<file path="src/rtl/xlane_permute_pkg.sv">
package xlane_permute_pkg;

  typedef enum logic [1:0] {
    OP_WORD  = 2'b00,
    OP_DWORD = 2'b01,
    OP_HALF  = 2'b10,
    OP_ZERO  = 2'b11
  } perm_op_e;

  // bit offset of element number idx for elements of width elem_w
  function automatic int unsigned elem_base(input int unsigned idx, input int unsigned elem_w);
    return idx * elem_w;
  endfunction

endpackage

</file>
<file path="src/rtl/word_perm_unit.sv">
module word_perm_unit #(
  parameter int unsigned VEC_W  = 256,
  parameter int unsigned ELEM_W = 32,
  localparam int unsigned NUM   = VEC_W / ELEM_W,
  localparam int unsigned IDX_W = $clog2(NUM)
) (
  input  logic [VEC_W-1:0]     src,
  input  logic [NUM*IDX_W-1:0] idx_flat,
  output logic [VEC_W-1:0]     dout
);
  import xlane_permute_pkg::*;

  for (genvar gi = 0; gi < NUM; gi++) begin : g_word
    logic [IDX_W-1:0] pick;
    assign pick = idx_flat[gi*IDX_W +: IDX_W];
    assign dout[gi*ELEM_W +: ELEM_W] = src[elem_base(pick, ELEM_W) +: ELEM_W];
  end
endmodule

</file>
<file path="src/rtl/dword_perm_unit.sv">
module dword_perm_unit #(
  parameter int unsigned VEC_W  = 256,
  parameter int unsigned ELEM_W = 64,
  localparam int unsigned NUM   = VEC_W / ELEM_W,
  localparam int unsigned SEL_W = $clog2(NUM)
) (
  input  logic [VEC_W-1:0]     src,
  input  logic [NUM*SEL_W-1:0] sel_flat,
  output logic [VEC_W-1:0]     dout
);
  import xlane_permute_pkg::*;

  for (genvar gn = 0; gn < NUM; gn++) begin : g_dword
    logic [SEL_W-1:0] pick;
    assign pick = sel_flat[gn*SEL_W +: SEL_W];
    assign dout[gn*ELEM_W +: ELEM_W] = src[elem_base(pick, ELEM_W) +: ELEM_W];
  end
endmodule

</file>
<file path="src/rtl/half_perm_unit.sv">
module half_perm_unit #(
  parameter int unsigned VEC_W = 256,
  localparam int unsigned HALF_W = VEC_W / 2
) (
  input  logic [VEC_W-1:0] src,
  input  logic [VEC_W-1:0] old_dst,
  input  logic [1:0]       take_old,   // per half: 1 = old destination
  input  logic [1:0]       take_high,  // per half: 1 = upper half of operand
  output logic [VEC_W-1:0] dout
);
  import xlane_permute_pkg::*;

  for (genvar gh = 0; gh < 2; gh++) begin : g_half
    logic [VEC_W-1:0] operand;
    assign operand = take_old[gh] ? old_dst : src;
    assign dout[gh*HALF_W +: HALF_W] = operand[elem_base(take_high[gh], HALF_W) +: HALF_W];
  end
endmodule

</file>
<file path="src/rtl/xlane_permute.sv">
module xlane_permute #(
  parameter int unsigned VEC_W   = 256,
  parameter int unsigned WORD_W  = 32,
  parameter int unsigned DWORD_W = 64,
  parameter int unsigned IMM_W   = 8,
  localparam int unsigned NWORD  = VEC_W / WORD_W,
  localparam int unsigned WIDX_W = $clog2(NWORD),
  localparam int unsigned HALF_W = VEC_W / 2,
  localparam int unsigned NIB_W  = IMM_W / 2
) (
  input  logic             clk,
  input  logic             rst,
  input  logic             in_valid,
  input  logic [1:0]       op,
  input  logic [VEC_W-1:0] src_j,
  input  logic [VEC_W-1:0] ctl_k,
  input  logic [VEC_W-1:0] dst_old,
  input  logic [IMM_W-1:0] imm,
  output logic             out_valid,
  output logic [VEC_W-1:0] result
);
  import xlane_permute_pkg::*;

  // low index bits of each control word: low byte modulo word count
  logic [NWORD*WIDX_W-1:0] word_idx;
  for (genvar gw = 0; gw < NWORD; gw++) begin : g_idx
    assign word_idx[gw*WIDX_W +: WIDX_W] = ctl_k[gw*WORD_W +: WIDX_W];
  end
  logic unused_ctl_bits;
  assign unused_ctl_bits = ^ctl_k;

  // half-permute selectors: nibble bit 1 picks operand, bit 0 picks half
  logic [1:0] half_take_old;
  logic [1:0] half_take_high;
  assign half_take_old  = {imm[NIB_W+1], imm[1]};
  assign half_take_high = {imm[NIB_W],   imm[0]};

  logic [VEC_W-1:0] word_res;
  logic [VEC_W-1:0] dword_res;
  logic [VEC_W-1:0] half_res;
  logic [VEC_W-1:0] perm_next;

  word_perm_unit #(.VEC_W(VEC_W), .ELEM_W(WORD_W)) u_word (
    .src(src_j), .idx_flat(word_idx), .dout(word_res)
  );

  dword_perm_unit #(.VEC_W(VEC_W), .ELEM_W(DWORD_W)) u_dword (
    .src(src_j), .sel_flat(imm), .dout(dword_res)
  );

  half_perm_unit #(.VEC_W(VEC_W)) u_half (
    .src(src_j), .old_dst(dst_old), .take_old(half_take_old),
    .take_high(half_take_high), .dout(half_res)
  );

  always_comb begin
    case (perm_op_e'(op))
      OP_WORD:  perm_next = word_res;
      OP_DWORD: perm_next = dword_res;
      OP_HALF:  perm_next = half_res;
      default:  perm_next = '0;
    endcase
  end

  always_ff @(posedge clk) begin
    if (rst) begin
      out_valid <= 1'b0;
      result    <= '0;
    end else begin
      out_valid <= in_valid;
      if (in_valid) result <= perm_next;
    end
  end


  valid_follow_chk: assert property (@(posedge clk) disable iff (rst)
    in_valid |=> out_valid);

  valid_drop_chk: assert property (@(posedge clk) disable iff (rst)
    !in_valid |=> !out_valid);

  hold_idle_chk: assert property (@(posedge clk) disable iff (rst)
    !in_valid |=> $stable(result));

  zero_op_chk: assert property (@(posedge clk) disable iff (rst)
    (in_valid && op == 2'b11) |=> result == '0);

  dword_ident_chk: assert property (@(posedge clk) disable iff (rst)
    (in_valid && op == 2'b01 && imm == 8'hE4) |=> result == $past(src_j));

  half_old_low_chk: assert property (@(posedge clk) disable iff (rst)
    (in_valid && op == 2'b10 && imm[1:0] == 2'b10) |=>
      result[HALF_W-1:0] == $past(dst_old[HALF_W-1:0]));

  word0_pick_chk: assert property (@(posedge clk) disable iff (rst)
    (in_valid && op == 2'b00) |=>
      result[WORD_W-1:0] == $past(src_j[ctl_k[WIDX_W-1:0]*WORD_W +: WORD_W]));
endmodule

</file>
<file path="config.mk">
export PLATFORM = sky130hd
export DESIGN_NAME = xlane_permute
export DESIGN_NICKNAME = d
export VERILOG_FILES = /design/src/rtl/xlane_permute_pkg.sv /design/src/rtl/word_perm_unit.sv /design/src/rtl/dword_perm_unit.sv /design/src/rtl/half_perm_unit.sv /design/src/rtl/xlane_permute.sv
export SDC_FILE = /design/constraint.sdc
export NUM_CORES = 2
export LEC_CHECK = 0
export BUFFER_PORTS_ARGS = -buffer_cell sky130_fd_sc_hd__buf_2
export CAP_MARGIN = 0
export CORE_AREA = 2 2 409 411
export CTS_BUF_LIST = sky130_fd_sc_hd__clkbuf_4 sky130_fd_sc_hd__clkbuf_8 sky130_fd_sc_hd__clkbuf_16
export DETAILED_ROUTE_END_ITERATION = 16
export DIE_AREA = 0 0 411 413
export PLACE_DENSITY_LB_ADDON = 0.2
export SLEW_MARGIN = 10
export SYNTH_ARGS = -nofsm -noshare
export SYNTH_HDL_FRONTEND = slang
export SYNTH_SLANG_ARGS = --single-unit
</file>
<file path="constraint.sdc">
create_clock -name clk -period 5.69 [get_ports clk]
set_input_delay 0.8535 -clock clk [delete_from_list [all_inputs] [get_ports clk]]
set_output_delay 0.8535 -clock clk [all_outputs]
set_load 0.01 [all_outputs]
</file>
# == Word-level counts from Yosys, hierarchy flattened ==
# Index checks and enable logic that the tools add are counted.
# op_classes
n_eq_ne,2
shifts,14
mux,3
reduce_logical,1
# ops
op,n
$shiftx 256x9->32,8
$shiftx 256x9->64,4
$pmux 256 s3,1
$mux 256,2
$shiftx 256x9->128,2
$eq 2x1->1 const B,1
$eq 2x2->1 const B,1
$logic_not 2->1,1
# totals
register_bits,257
input_bits,781
out_inout_bits,257
word_cells,22

# == Depth between registers and ports, before layout ==
# logic_depth
ltp_word,3
ltp_mapped,8
ltp_nobuf,4

# == Hierarchy ==
# Synthesis repeated with hierarchy kept, for this count alone.
# unflattened
hier_cells,3275
area_unflattened_um2,43462.9
# by_module_without_submodules
mod,instances,cells_each,area_per_inst_um2,seq_area_each_um2
word_perm_unit,1,912,16698.5,0.0
xlane_permute,1,1739,14128.6,5144.9
dword_perm_unit,1,312,6491.2,0.0
half_perm_unit,1,312,6144.6,0.0

# == Worst setup path after synthesis ==
# Ideal clock, no wire load.
# synth_path
path_kind,in2reg
from,input port ctl_k[162]
to,register result[183]
setup_time_ps,124
t_arrival_ps,2277
t_required_ps,5566
setup_slack_ps,3289
cell_stages,7
path_buffers,3
cell_sequence,buf_4 -> buf_4 -> buf_2 -> mux4_2 -> a32o_1 -> a21oi_1 -> o21ai_1
# synth_via
elab_chain_cells,2
# synth_rtl
element,line_no,source
start: declaration,xlane_permute.sv:16,"input logic [VEC_W-1:0] ctl_k,"
$shiftx 256x9->32,word_perm_unit.sv:16,"assign dout[gi*ELEM_W +: ELEM_W] = src[elem_base(pick, ELEM_W) +: ELEM_W];"
$pmux 256 s3,xlane_permute.sv:57,case (perm_op_e'(op))
end signal: assignment,xlane_permute.sv:71,if (in_valid) result <= perm_next;
end: declaration,xlane_permute.sv:20,output logic [VEC_W-1:0] result
# Every way passes these cells.
# A chain may end at the register's enable or synchronous reset.

# == Worst setup path after layout ==
# layout_path
from,input port op[1]
to,register result[11]
# layout_via
elab_chain_cells,2
word_cells_on_any_way,4
cone_classes,eq/ne: 2; mux: 1; reduce/logical: 1
# layout_rtl
element,line_no,source
start: declaration,xlane_permute.sv:14,"input logic [1:0] op,"
$eq 2x2->1 (tied with other cells),xlane_permute.sv:57,
$pmux 256 s3 (*),xlane_permute.sv:57,
# Mark *: on every way between the ends. The rest lies on a longest branch, timed or not.

==> reports/results.tsv <==
stage	metric	value	unit
detailed_routing	vias	43700	
sta	slew_headroom	20.2	%
worst_setup_path	cp_data_arrival_time	4030	ps
sta	rsz0062_at_grt	false	
place	portBuffers	805	
finish	mostFrequentLayoutCell	mux2i_1	
detailed_routing	drt_iter0_drc	5595	
clocking	clock_sinks	257	
yosys	ys_async_sr_fraction	0	%
finish	final_cell_mix	mux2i_1, buf_2, o22ai_1	
worst_setup_path	crit_chain	buf_2 -> nor4b_4 -> buf_12 -> nor2b_4 -> buf_4 -> a21oi_1 -> o21ai_1	
floorplanning	dieArea	170000	um2
finish	drive_gt1_share	28.2	%
yosys	syn_nets	5124	
yosys	ys_ff_latch	257	
global_route	grt-ovfl-total	0	
detailed_routing	drc	0	
clocking	clkLatencyLatePin	620	ps
floorplanning	die_w	411	um
sta	timing.final.crit_share	61.3	%
clocking	clk_path_buf_depth	3	
global_route	grt_antenna_before_repair	88	
clocking	cts_tree	yes	
yosys	synthFlopType	dfxtp_1	
yosys	synth-edff-count	0	
finish	register_area	5140	um2
clocking	root_buffer	clkbuf_16	
flow_run	drv_cap	0	
pwr	p_per_area	189	nW/um2
sta	min_period	3490	ps
yosys	synth_cells	4343	
finish	multi_input_area	30100	um2
place	dpl-instance-area	43400	um2
finish	post-route-util	27.1	%
detailed_routing	wl_per_cell	37.8	um
yosys	synth-seq-area-share	13.4	%
global_route	grt_max_degree	129	
sta	clock.fmax	0.287	GHz
clocking	hold_buffers	0	
finish	final_nets	5314	
global_route	grt_pass1_vias	41400	
finish	fin_area	45000	um2
detailed_routing	viasPerCell	6.42	
worst_setup_path	critical_path.endpoint_type	flop	
clocking	htree_levels	2	
finish	fillerInstances	18000	
pwr	p_total	8.50	mW
detailed_routing	dr.pass1.iters	5	
floorplanning	ioPinCount	1038	
worst_setup_path	slowest_delay	900	ps
worst_setup_path	worstPathMaxFanout	77	
yosys	ys_warn_count	0	
yosys	synth_cell_type_count	39	
detailed_routing	ant_nets	0	
clocking	numCtsBuffers	43	
sta	setup_viol	0	
global_route	grt.total_usage	28.7	%
sta	tightest_slew	1200	ps
worst_setup_path	crit_type	in -> reg	
floorplanning	start_util	23.1	%
min_path	hold_path.class	reg -> reg	
floorplanning	die_y	413	um
yosys	syn_area	38400	um2
clocking	cts.repair.resized	0	
clocking	cts_setup_buffers	0	
place	gp_congestion	0.869	
place	dpl.hpwl	169000	um
sta	finalClockSkew	0	ps
sta	slew_viol_final	0	
worst_setup_path	slowest_stage	nor4b_4	
pwr	vdd_drop_max	0.149	mV
global_route	grt_pass1_wl	349000	um
sta	finalHoldViolations	0	
clocking	clkTransAtPathRegs	50	ps
yosys	synth.avg_cell_area	8.84	um2
detailed_routing	routed_wl	257000	um
floorplanning	core.rowCount	150	
worst_setup_path	critPathLaunchType	input pin	
pwr	p_leak	19.0	nW
outcome	status	finished clean	
worst_setup_path	r2r_slack	4730	ps
sta	setup_tns	0	ps
worst_setup_path	critPathRequiredTime	6230	ps
floorplanning	core	166000	um2
finish	area_growth	17.3	%
[critical path: cells and delay by family]
family	cells	cell delay [ps]
compound gates	2	300
buf+inv	3	1480
simple gates	2	1150
[synthesized netlist by cell type (all sizes together), types with 5 or more instances]
| library cell | number | area share [%] |
|---|---|---|
| a21oi | 126 | 1.7 |
| a221oi | 130 | 3.0 |
| a22o | 64 | 1.5 |
| a32o | 124 | 3.2 |
| buf | 287 | 3.8 |
| clkbuf | 490 | 4.8 |
| dfxtp | 257 | 13 |
| mux2i | 1281 | 33 |
| mux4 | 256 | 15 |
| nand2 | 258 | 2.5 |
| nor2b | 5 | 0.081 |
| nor4 | 128 | 2.1 |
| o21ai | 255 | 3.3 |
| o221ai | 128 | 2.9 |
| o22ai | 512 | 8.3 |
| or4b | 8 | 0.21 |
[final cells by class]
type                    count  share of cell area (%)
multi-input cells        3308                    66.9
repair buffers            922                    12.0
flip-flops and latches    257                    11.4
well taps                2204                    6.13
clock buffers              60                    2.85
clock inverters            14                   0.395
diodes                     49                   0.272
inverters                   1                 0.00834
[logic make-up after synthesis]
family | share of synthesized area [%]
AOI/OAI and AO/OA | 24.0
muxes | 48.5
and+or+nand+nor | 5.52
DFF | 13.4
buffers and inverters | 8.63
[registers in the layout (all words and copies together) (netlist names)]
name,count
out_valid,1
result,256
[final timing paths]
path                  to  depth (start not counted)   startpoint
max           result[11]                          7        op[1]
min          result[207]                          2  result[207]
max reg2reg  result[189]                          3  result[189]
min reg2reg  result[207]                          2  result[207]
[metrics by stage]
| stage | hold slack (ps) | worst slack [ps] | instances |
|---|---|---|---|
| final | 447 | 2200 | 6815 |
| after global routing | 467 | 2220 | 6788 |
| after CTS | 449 | 2280 | 6766 |
| after detailed placement | 441 | 1600 | 6692 |
| after global placement | 438 | 1640 | 6692 |
| after floorplan | 474 | 3290 | 4343 |
[metal layers]
metal  wire length (um)  global-route usage [%]  vias up
met1             108000                    38.6    22100
met2             105000                    40.6     3031
li1                   -                       -    17900
met4              12000                    12.7       62
met5                380                       0        -
met3              32100                    10.5      627
[power by group]
group          switching, mW  internal [mW]
sequential             0.107           1.93
combinational           2.17           1.33
clock                   1.22           1.74
(Power assumes the default switching activity.)
